[src/rtl/scl_timing_pkg.sv]
package scl_timing_pkg;

    typedef enum logic [1:0] {
        PH_IDLE = 2'd0,
        PH_LOW  = 2'd1,
        PH_HIGH = 2'd2
    } phase_e;

endpackage

[src/rtl/scl_param_snap.sv]
module scl_param_snap #(
    parameter int DIV_W = 16,
    parameter int DLY_W = 16
) (
    input  logic             clk,
    input  logic             rst_n,
    input  logic             load,
    input  logic [DIV_W-1:0] div_in,
    input  logic [DLY_W-1:0] fall_in,
    input  logic [DLY_W-1:0] rise_in,
    output logic [DIV_W-2:0] half_q,
    output logic [DIV_W-2:0] fall_q,
    output logic [DIV_W-2:0] rise_q
);
    localparam int HW = DIV_W - 1;
    localparam int CW = (DLY_W > HW) ? DLY_W : HW;
    localparam logic [HW-1:0] H_ONE = HW'(1);

    logic [HW-1:0] half_n;
    logic [CW-1:0] lim_w;
    logic [DLY_W-1:0] dly_raw [2];
    logic [HW-1:0]    dly_eff [2];

    // Half length: divisor shifted right, never below one cycle
    always_comb begin
        half_n = div_in[DIV_W-1:1];
        if (half_n == '0) begin
            half_n = H_ONE;
        end
        lim_w = CW'(half_n - H_ONE);
    end

    assign dly_raw[0] = fall_in;
    assign dly_raw[1] = rise_in;

    // Same rule for both delays: zero becomes one, cap at half-1
    for (genvar g = 0; g < 2; g++) begin : g_dly
        logic [CW-1:0] w;
        always_comb begin
            w = CW'(dly_raw[g]);
            if (w == '0) begin
                w = CW'(1);
            end
            if (w > lim_w) begin
                w = lim_w;
            end
            dly_eff[g] = w[HW-1:0];
        end
    end

    always_ff @(posedge clk or negedge rst_n) begin
        if (!rst_n) begin
            half_q <= H_ONE;
            fall_q <= '0;
            rise_q <= '0;
        end else if (load) begin
            half_q <= half_n;
            fall_q <= dly_eff[0];
            rise_q <= dly_eff[1];
        end
    end

    // captured values move only on a period start
    p_hold_params_r11: assert property (@(posedge clk) disable iff (!rst_n)
        !load |=> $stable({half_q, fall_q, rise_q}));

    // captured strobe offsets always lie inside the half
    p_dly_in_half_r7: assert property (@(posedge clk) disable iff (!rst_n)
        (fall_q < half_q) && (rise_q < half_q));

endmodule

[src/rtl/scl_phase_fsm.sv]
module scl_phase_fsm
    import scl_timing_pkg::*;
#(
    parameter int HW = 15
) (
    input  logic          clk,
    input  logic          rst_n,
    input  logic          enable,
    input  logic          run,
    input  logic [HW-1:0] half_q,
    output phase_e        phase,
    output logic [HW-1:0] cnt,
    output logic          load
);
    localparam logic [HW-1:0] C_ONE = HW'(1);

    phase_e        phase_n;
    logic [HW-1:0] cnt_n;
    logic          last_cyc;

    assign last_cyc = (cnt == (half_q - C_ONE));

    // State register
    always_ff @(posedge clk or negedge rst_n) begin
        if (!rst_n) begin
            phase <= PH_IDLE;
            cnt   <= '0;
        end else begin
            phase <= phase_n;
            cnt   <= cnt_n;
        end
    end

    // Next state and load request
    always_comb begin
        phase_n = phase;
        cnt_n   = cnt;
        load    = 1'b0;
        unique case (phase)
            PH_IDLE: begin
                cnt_n = '0;
                if (enable && run) begin          // T_START
                    phase_n = PH_LOW;
                    load    = 1'b1;
                end
            end
            PH_LOW: begin
                if (!enable) begin                // T_ABORT
                    phase_n = PH_IDLE;
                    cnt_n   = '0;
                end else if (last_cyc) begin      // T_RISE
                    phase_n = PH_HIGH;
                    cnt_n   = '0;
                end else begin
                    cnt_n = cnt + C_ONE;
                end
            end
            PH_HIGH: begin
                if (!enable) begin                // T_ABORT
                    phase_n = PH_IDLE;
                    cnt_n   = '0;
                end else if (last_cyc) begin
                    cnt_n = '0;
                    if (run) begin                // T_NEXT
                        phase_n = PH_LOW;
                        load    = 1'b1;
                    end else begin                // T_PARK
                        phase_n = PH_IDLE;
                    end
                end else begin
                    cnt_n = cnt + C_ONE;
                end
            end
            default: begin
                phase_n = PH_IDLE;
                cnt_n   = '0;
            end
        endcase
    end

    // the counter never passes the captured half length
    p_cnt_bound_r2: assert property (@(posedge clk) disable iff (!rst_n)
        (phase != PH_IDLE) |-> (cnt < half_q));

    // a capture happens only when a low half is about to begin
    p_load_start_r11: assert property (@(posedge clk) disable iff (!rst_n)
        load |=> (phase == PH_LOW) && (cnt == '0));

endmodule

[src/rtl/scl_timing_gen.sv]
module scl_timing_gen
    import scl_timing_pkg::*;
#(
    parameter int DIV_W = 16,
    parameter int DLY_W = 16
) (
    input  logic             clk,
    input  logic             rst_n,
    input  logic             enable,
    input  logic             run,
    input  logic [DIV_W-1:0] div_val,
    input  logic [DLY_W-1:0] fall_dly,
    input  logic [DLY_W-1:0] rise_dly,
    output logic             scl_out,
    output logic             sda_update,
    output logic             sda_sample,
    output logic             bit_tick
);
    localparam int HW = DIV_W - 1;
    localparam logic [HW-1:0] T_ONE = HW'(1);

    phase_e        phase;
    logic [HW-1:0] cnt;
    logic          load;
    logic [HW-1:0] half_q;
    logic [HW-1:0] fall_q;
    logic [HW-1:0] rise_q;

    scl_param_snap #(
        .DIV_W (DIV_W),
        .DLY_W (DLY_W)
    ) u_snap (
        .clk     (clk),
        .rst_n   (rst_n),
        .load    (load),
        .div_in  (div_val),
        .fall_in (fall_dly),
        .rise_in (rise_dly),
        .half_q  (half_q),
        .fall_q  (fall_q),
        .rise_q  (rise_q)
    );

    scl_phase_fsm #(
        .HW (HW)
    ) u_fsm (
        .clk    (clk),
        .rst_n  (rst_n),
        .enable (enable),
        .run    (run),
        .half_q (half_q),
        .phase  (phase),
        .cnt    (cnt),
        .load   (load)
    );

    // Output process: decoded from the registered phase and count
    always_comb begin
        scl_out    = 1'b1;
        sda_update = 1'b0;
        sda_sample = 1'b0;
        bit_tick   = 1'b0;
        unique case (phase)
            PH_IDLE: begin
            end
            PH_LOW: begin
                scl_out    = 1'b0;
                sda_update = (cnt == fall_q);
            end
            PH_HIGH: begin
                sda_sample = (cnt == rise_q);
                bit_tick   = (cnt == (half_q - T_ONE));
            end
            default: begin
            end
        endcase
    end

    // a disabled block is quiet on the following cycle
    p_disable_quiet_r9: assert property (@(posedge clk) disable iff (!rst_n)
        !enable |=> scl_out && !sda_update && !sda_sample && !bit_tick);

    // the update strobe only appears while SCL is low
    p_update_low_r4: assert property (@(posedge clk) disable iff (!rst_n)
        sda_update |-> !scl_out);

    // the sample strobe only appears while SCL is high
    p_sample_high_r5: assert property (@(posedge clk) disable iff (!rst_n)
        sda_sample |-> scl_out);

    // a tick with the request held is followed by a falling edge
    p_tick_next_r12: assert property (@(posedge clk) disable iff (!rst_n)
        (bit_tick && enable && run) |=> $fell(scl_out));

    // a tick without the request parks SCL high
    p_tick_park_r10: assert property (@(posedge clk) disable iff (!rst_n)
        (bit_tick && !run) |=> scl_out && !sda_update && !bit_tick);

endmodule

[config.mk]
export PLATFORM = sky130hd
export DESIGN_NAME = scl_timing_gen
export DESIGN_NICKNAME = d
export VERILOG_FILES = /design/src/rtl/scl_timing_pkg.sv /design/src/rtl/scl_param_snap.sv /design/src/rtl/scl_phase_fsm.sv /design/src/rtl/scl_timing_gen.sv
export SDC_FILE = /design/constraint.sdc
export NUM_CORES = 1
export LEC_CHECK = 0
export BUFFER_PORTS_ARGS = -buffer_cell sky130_fd_sc_hd__buf_4
export CAP_MARGIN = 10
export CELL_PAD_IN_SITES_DETAIL_PLACEMENT = 1
export CELL_PAD_IN_SITES_GLOBAL_PLACEMENT = 1
export CORE_ASPECT_RATIO = 1.2
export CORE_UTILIZATION = 40
export CTS_BUF_LIST = sky130_fd_sc_hd__clkbuf_8 sky130_fd_sc_hd__clkbuf_16
export CTS_CLUSTER_SIZE = 10
export DETAILED_ROUTE_END_ITERATION = 8
export GPL_ROUTABILITY_DRIVEN = 0
export PLACE_DENSITY_LB_ADDON = 0.15
export SLEW_MARGIN = 20
export SYNTH_ARGS = -nofsm -noshare
export SYNTH_HDL_FRONTEND = slang
export SYNTH_HIERARCHICAL = 1
export SYNTH_SLANG_ARGS = --single-unit
[constraint.sdc]
create_clock -name clk -period 5.7 [get_ports clk]
set_clock_uncertainty 0.05 [all_clocks]
set_input_delay 1.14 -clock clk [delete_from_list [all_inputs] [get_ports clk]]
set_output_delay 1.14 -clock clk [all_outputs]
set_load 0.01 [all_outputs]
Word level (Yosys, flattened, before mapping). Cells that the tools add are included.

Add/sub/neg operators: 3. Order comparisons: 2. Eq/ne operators: 8. Mux-type cells: 24. Reduce and logical (&&, ||, !) cells: 7.

Operators by type and width (count): $mux W15 (6); $eq A15 B15 Y1 (3); $gt A16 B16 Y1 (2); $logic_not A16 Y1 (2); $mux W16 (2); $sub A15 B1 Y16 const B (1); $add A15 B1 Y15 const B (1); $logic_not A15 Y1 (1); $sub A15 B1 Y15 const B (1); $mux W2 (5); $mux W1 (9); $ne A3 B2 Y1 const B (2); $pmux W2 S3 (1); $reduce_and A3 Y1 (1); $eq A2 B1 Y1 const B (1); $eq A2 B2 Y1 const B (1); $logic_not A2 Y1 (1); $ne A2 B1 Y1 const B (1); $pmux W1 S2 (1); $reduce_or A2 Y1 (1); $logic_and A1 B1 Y1 (1).

Flip-flop bits (word level): 62. Input bits: 52. Output and inout port bits: 4. Logic and storage cells: 49.

Longest topological paths before layout.
Word-level depth: 5. Mapped depth: 20. Depth with buffers taken out: 18.

By module. The synthesis kept the hierarchy.

Modules (own cells, without submodules): scl_param_snap (times used 1, cells an instance 387, area each 3404.5 µm², seq. area each 1127.3 µm²); scl_phase_fsm (times used 1, cells an instance 171, area each 1483.9 µm², seq. area each 425.4 µm²); scl_timing_gen (times used 1, cells an instance 122, area each 932.1 µm², seq. area each 0.0 µm²).

Least setup slack after synthesis. OpenSTA, ideal clock, no wires.

Path type: input to register. From: in div_val[10]. To: reg u_snap.fall_q[3]. Setup time: 0.095 ns. Data arrival time: 4.770 ns. Setup slack: 0.785 ns. Cell stages on the path: 20. Path buffers: 2. Path through: buf_2 -> nor4_1 -> nand3_1 -> nor3b_1 -> a21oi_1 -> ha_1 -> nand2_1 -> nor4_1 -> nand3b_1 -> xnor2_1 -> inv_1 -> ha_1 -> nand4_1 -> nor2_1 -> a311o_1 -> a311oi_2 -> o31a_2 -> buf_4 -> nor3_1 -> o31ai_1.

Longest elaborated chain between the ends: 5.

Ends and longest elaborated chain: start: declaration (line scl_timing_gen.sv:11) `input logic [DIV_W-1:0] div_val,`; $logic_not A15 Y1 (line scl_param_snap.sv:27) `if (half_n == '0) begin`; $mux W15 * (line scl_param_snap.sv:27); $sub A15 B1 Y16 * (line scl_param_snap.sv:30) `lim_w = CW'(half_n - H_ONE);`; $gt A16 B16 Y1 (line scl_param_snap.sv:44) `if (w > lim_w) begin`; $mux W15 * (line scl_param_snap.sv:44); end signal: assignment (line scl_param_snap.sv:58) `fall_q <= dly_eff[0];`; end: declaration (line scl_param_snap.sv:12) `output logic [DIV_W-2:0] fall_q,`.

Every way passes the cells marked *; elsewhere a longest branch is shown, timed or not. A chain may end at the register's enable or synchronous reset.

Final worst setup path.
From: in div_val[13]. To: reg u_snap.fall_q[11].

The elaborated chain is that of the path after synthesis.

==> results.sh <==
export IMPL_status="complete, but fails checks"
export IMPL_violated_checks="DRC"
export IMPL_rsz0062_at_grt="false"
export IMPL_fin_worst_hold_slack_ps=460.4
export IMPL_postPlaceCellArea_mm2=0.006243
export IMPL_area_growth_synth_to_final_pct=12.85
export IMPL_ant_nets=0
export IMPL_synth_top_flop_cell="sky130_fd_sc_hd__dfrtp_1"
export IMPL_slew_limit_headroom=0.3704
export IMPL_internal_power_mw=1.412
export IMPL_ys_seq_area_frac=0.2668
export IMPL_comb_power_share=0.374
export IMPL_mostFrequentLayoutCell="sky130_fd_sc_hd__buf_4"
export IMPL_post_cts_resized_instances=0
export IMPL_finalMaxSlewViolations=0
export IMPL_finalCritPeriodShare=0.9449
export IMPL_timing_fmax_mhz=185.7
export IMPL_timing_worst_slew_pin_value_ps=934.5
export IMPL_routedWlPerCell_um=21.83
export IMPL_power_sequential_fraction=0.375
export IMPL_cp_required_ps=5870
export IMPL_ys_ff_latch=62
export IMPL_post_cts_setup_buffer_count=0
export IMPL_clock_power_share=0.251
export IMPL_die_height_um=134.1
export IMPL_setup_viol=0
export IMPL_leakagePower_nw=2.661
export IMPL_routed_wirelength_mm=19.10
export IMPL_grt_total_usage=0.2641
export IMPL_io_buffers=54
export IMPL_first_global_vias=5635
export IMPL_grt_first_pass_wirelength_mm=30.44
export IMPL_timing_setup_critical_path_class="in -> reg"
export IMPL_clock_period_minus_worst_slack_ps=5386
export IMPL_detail_route_drc_violations=1
export IMPL_clock_sink_count=62
export IMPL_regToRegSetupSlack_ps=1490
export IMPL_hpwl_mm=14.90
export IMPL_clk_root_buffer_cell="sky130_fd_sc_hd__clkbuf_16"
export IMPL_htree_levels=3
export IMPL_drt_initial_violations=292
export IMPL_fp_dieW_um=112.1
export IMPL_start_util=0.4159
export IMPL_max_clock_path_buffers=2
export IMPL_report_power_total_mw=2.359
export IMPL_grt_antenna_before_repair=0
export IMPL_synthesis_area_mm2=0.005821
export IMPL_worstPathMaxFanout=13
export IMPL_die_area_mm2=0.01504
export IMPL_synth_warnings=6
export IMPL_switchingPower_mw=0.9468
export IMPL_synth_edff_count=0
export IMPL_p_per_area_mw_per_mm2=359.2
export IMPL_worstHoldPathType="reg -> reg"
export IMPL_final_cell_mix="sky130_fd_sc_hd__buf_4 (63), sky130_fd_sc_hd__dfrtp_1 (61), sky130_fd_sc_hd__xnor2_1 (54)"
export IMPL_ioPinCount=56
export IMPL_ctsHoldBuffers=0
export IMPL_routed_via_density=6.048
export IMPL_asyncSetResetFlopFracSynth=1.000
export IMPL_critical_path_endpoint_type="register"
export IMPL_clock_insertion_delay_worst_skew_ps=330
export IMPL_setup_total_negative_slack_ps=0
export IMPL_core_util_final=0.4693
export IMPL_route_vias_total=5292
export IMPL_dr_pass1_iters=6
export IMPL_synthesis_area_per_instance_um2=8.560
export IMPL_globalRoute_totalOverflow=0
export IMPL_finalNetCount=789
export IMPL_finish_instance_area_mm2=0.006569
export IMPL_arrival_ps=5560
export IMPL_drv_max_cap_violation_count=0
export IMPL_cts_tree="done"
export IMPL_row_count=47
export IMPL_power_ir_vdd_worst_mv=0.1615
export IMPL_hold_violations_final=0
export IMPL_drive_gt1_frac=0.1719
export IMPL_syn_inst_count=680
export IMPL_setup_worst_path_start_class="primary input"
export IMPL_largest_net_degree_at_the_start_of_global_routing=63
export IMPL_power_switching_share=0.4013
export IMPL_clk_pin_slew_ps=50
export IMPL_cts_inserted_buffers=9
export IMPL_antenna_diode_count=0
export IMPL_design_core_area_mm2=0.01400
export IMPL_filler_cell_count=1658
export IMPL_ys_types=83
## synthesized netlist by cell type, drive strengths merged, types with 3 or more instances
cell / n / area, um2
o2bb2ai: 13 / 113.9
inv: 27 / 101.4
nor3b: 5 / 42.54
ha: 38 / 475.5
dfrtp: 61 / 1526
nor4: 20 / 176.4
or3: 3 / 18.77
mux2: 16 / 180.2
nand4: 19 / 118.9
nor2b: 4 / 25.02
buf: 14 / 107.6
nor3: 32 / 181.4
nand2b: 4 / 25.02
nand2: 44 / 165.2
or4: 6 / 48.80
a21boi: 3 / 22.52
a311oi: 3 / 38.79
and3: 7 / 45.05
mux2i: 4 / 52.55
o31ai: 30 / 230.2
nor2: 52 / 195.2
o2111ai: 3 / 26.28
nand3: 17 / 85.08
nand3b: 4 / 30.03
a41oi: 3 / 26.28
or2: 4 / 25.03
xnor2: 55 / 489.2
clkbuf: 42 / 162.6
o21ai: 18 / 93.84
xor2: 36 / 315.3
a31oi: 8 / 50.05
a21oi: 44 / 224.0
o211ai: 4 / 43.79
## stage by stage
step                      worst slack [ps]  instances
final                                314.0        875
after global routing                 56.26        875
after CTS                            414.0        875
after detailed placement             90.91        859
after global placement               253.9        859
after floorplan                      785.0        681
## routing by layer
layer / wire length [um] / vias to the layer above / global-route usage
met5: 0 / - / 0
met4: 914 / 0 / 0.1415
met3: 649 / 51 / 0.03208
met2: 9731 / 144 / 0.4752
met1: 7801 / 2576 / 0.3057
li1: - / 2521 / -
## power groups by stage
stage	clock, mW	sequential (mW)	combinational [mW]
global route	0.617	0.917	0.981
finish	0.593	0.885	0.882
global placement	0	0.880	0.827
floorplan	0	0.783	0.693
CTS	0.599	0.887	0.883
detailed placement	0	0.892	0.874
## registers in the layout, summed over array words and instances, names as in the netlist
register / flops
u_snap/half_q: 15
u_snap/rise_q: 15
u_snap/fall_q: 15
u_fsm/phase: 2
u_fsm/cnt: 15
## cells by family after synthesis
family / after synthesis / share of synthesized area
AO/OA/AOI/OAI: 155 / 0.1900
buffers and inverters: 84 / 0.06448
other: 1 / 0.0006443
flip-flops: 62 / 0.2668
multiplexers: 20 / 0.03998
AND/OR/NAND/NOR: 229 / 0.2182
XOR/XNOR: 91 / 0.1382
adder cells (fa/ha/maj): 38 / 0.08169
## path summary, 6_finish.rpt
path / depth (start not counted) / startpoint / end
worst max-delay path: 18 / div_val[13] / u_snap/fall_q[11]
worst min-delay path: 2 / u_snap/fall_q[10] / u_snap/fall_q[10]
worst max register to register: 13 / u_snap/half_q[1] / u_snap/fall_q[0]
worst min register to register: 2 / u_snap/fall_q[10] / u_snap/fall_q[10]
max in group asynchronous: 1 / rst_n / u_snap/half_q[13]
min in group asynchronous: 1 / rst_n / u_fsm/cnt[1]
## cell type report
type	instances	area, um2	area share
Timing Repair Buffer	63	473.0	0.07200
Inverter	28	105.1	0.01600
Multi-Input combinational cell	535	3899	0.5935
Clock inverter	6	86.33	0.01314
Sequential cell	62	1553	0.2364
Tap cell	171	214.0	0.03257
Clock buffer	10	239.0	0.03638
## critical path: stages
cell	delay [ps]
sky130_fd_sc_hd__buf_4	130
sky130_fd_sc_hd__nor4_1	480
sky130_fd_sc_hd__nand3_1	170
sky130_fd_sc_hd__nor3b_1	290
sky130_fd_sc_hd__a21oi_1	140
sky130_fd_sc_hd__ha_1	250
sky130_fd_sc_hd__nand2_1	130
sky130_fd_sc_hd__nor4_1	90
sky130_fd_sc_hd__nand3b_1	100
sky130_fd_sc_hd__xnor2_1	240
sky130_fd_sc_hd__inv_1	140
sky130_fd_sc_hd__ha_1	300
sky130_fd_sc_hd__nand4_1	160
sky130_fd_sc_hd__nor2_1	330
sky130_fd_sc_hd__nand2_1	140
sky130_fd_sc_hd__o31ai_2	750
sky130_fd_sc_hd__a21oi_1	220
sky130_fd_sc_hd__o31ai_1	340
Power figures use the tool's default switching activity.
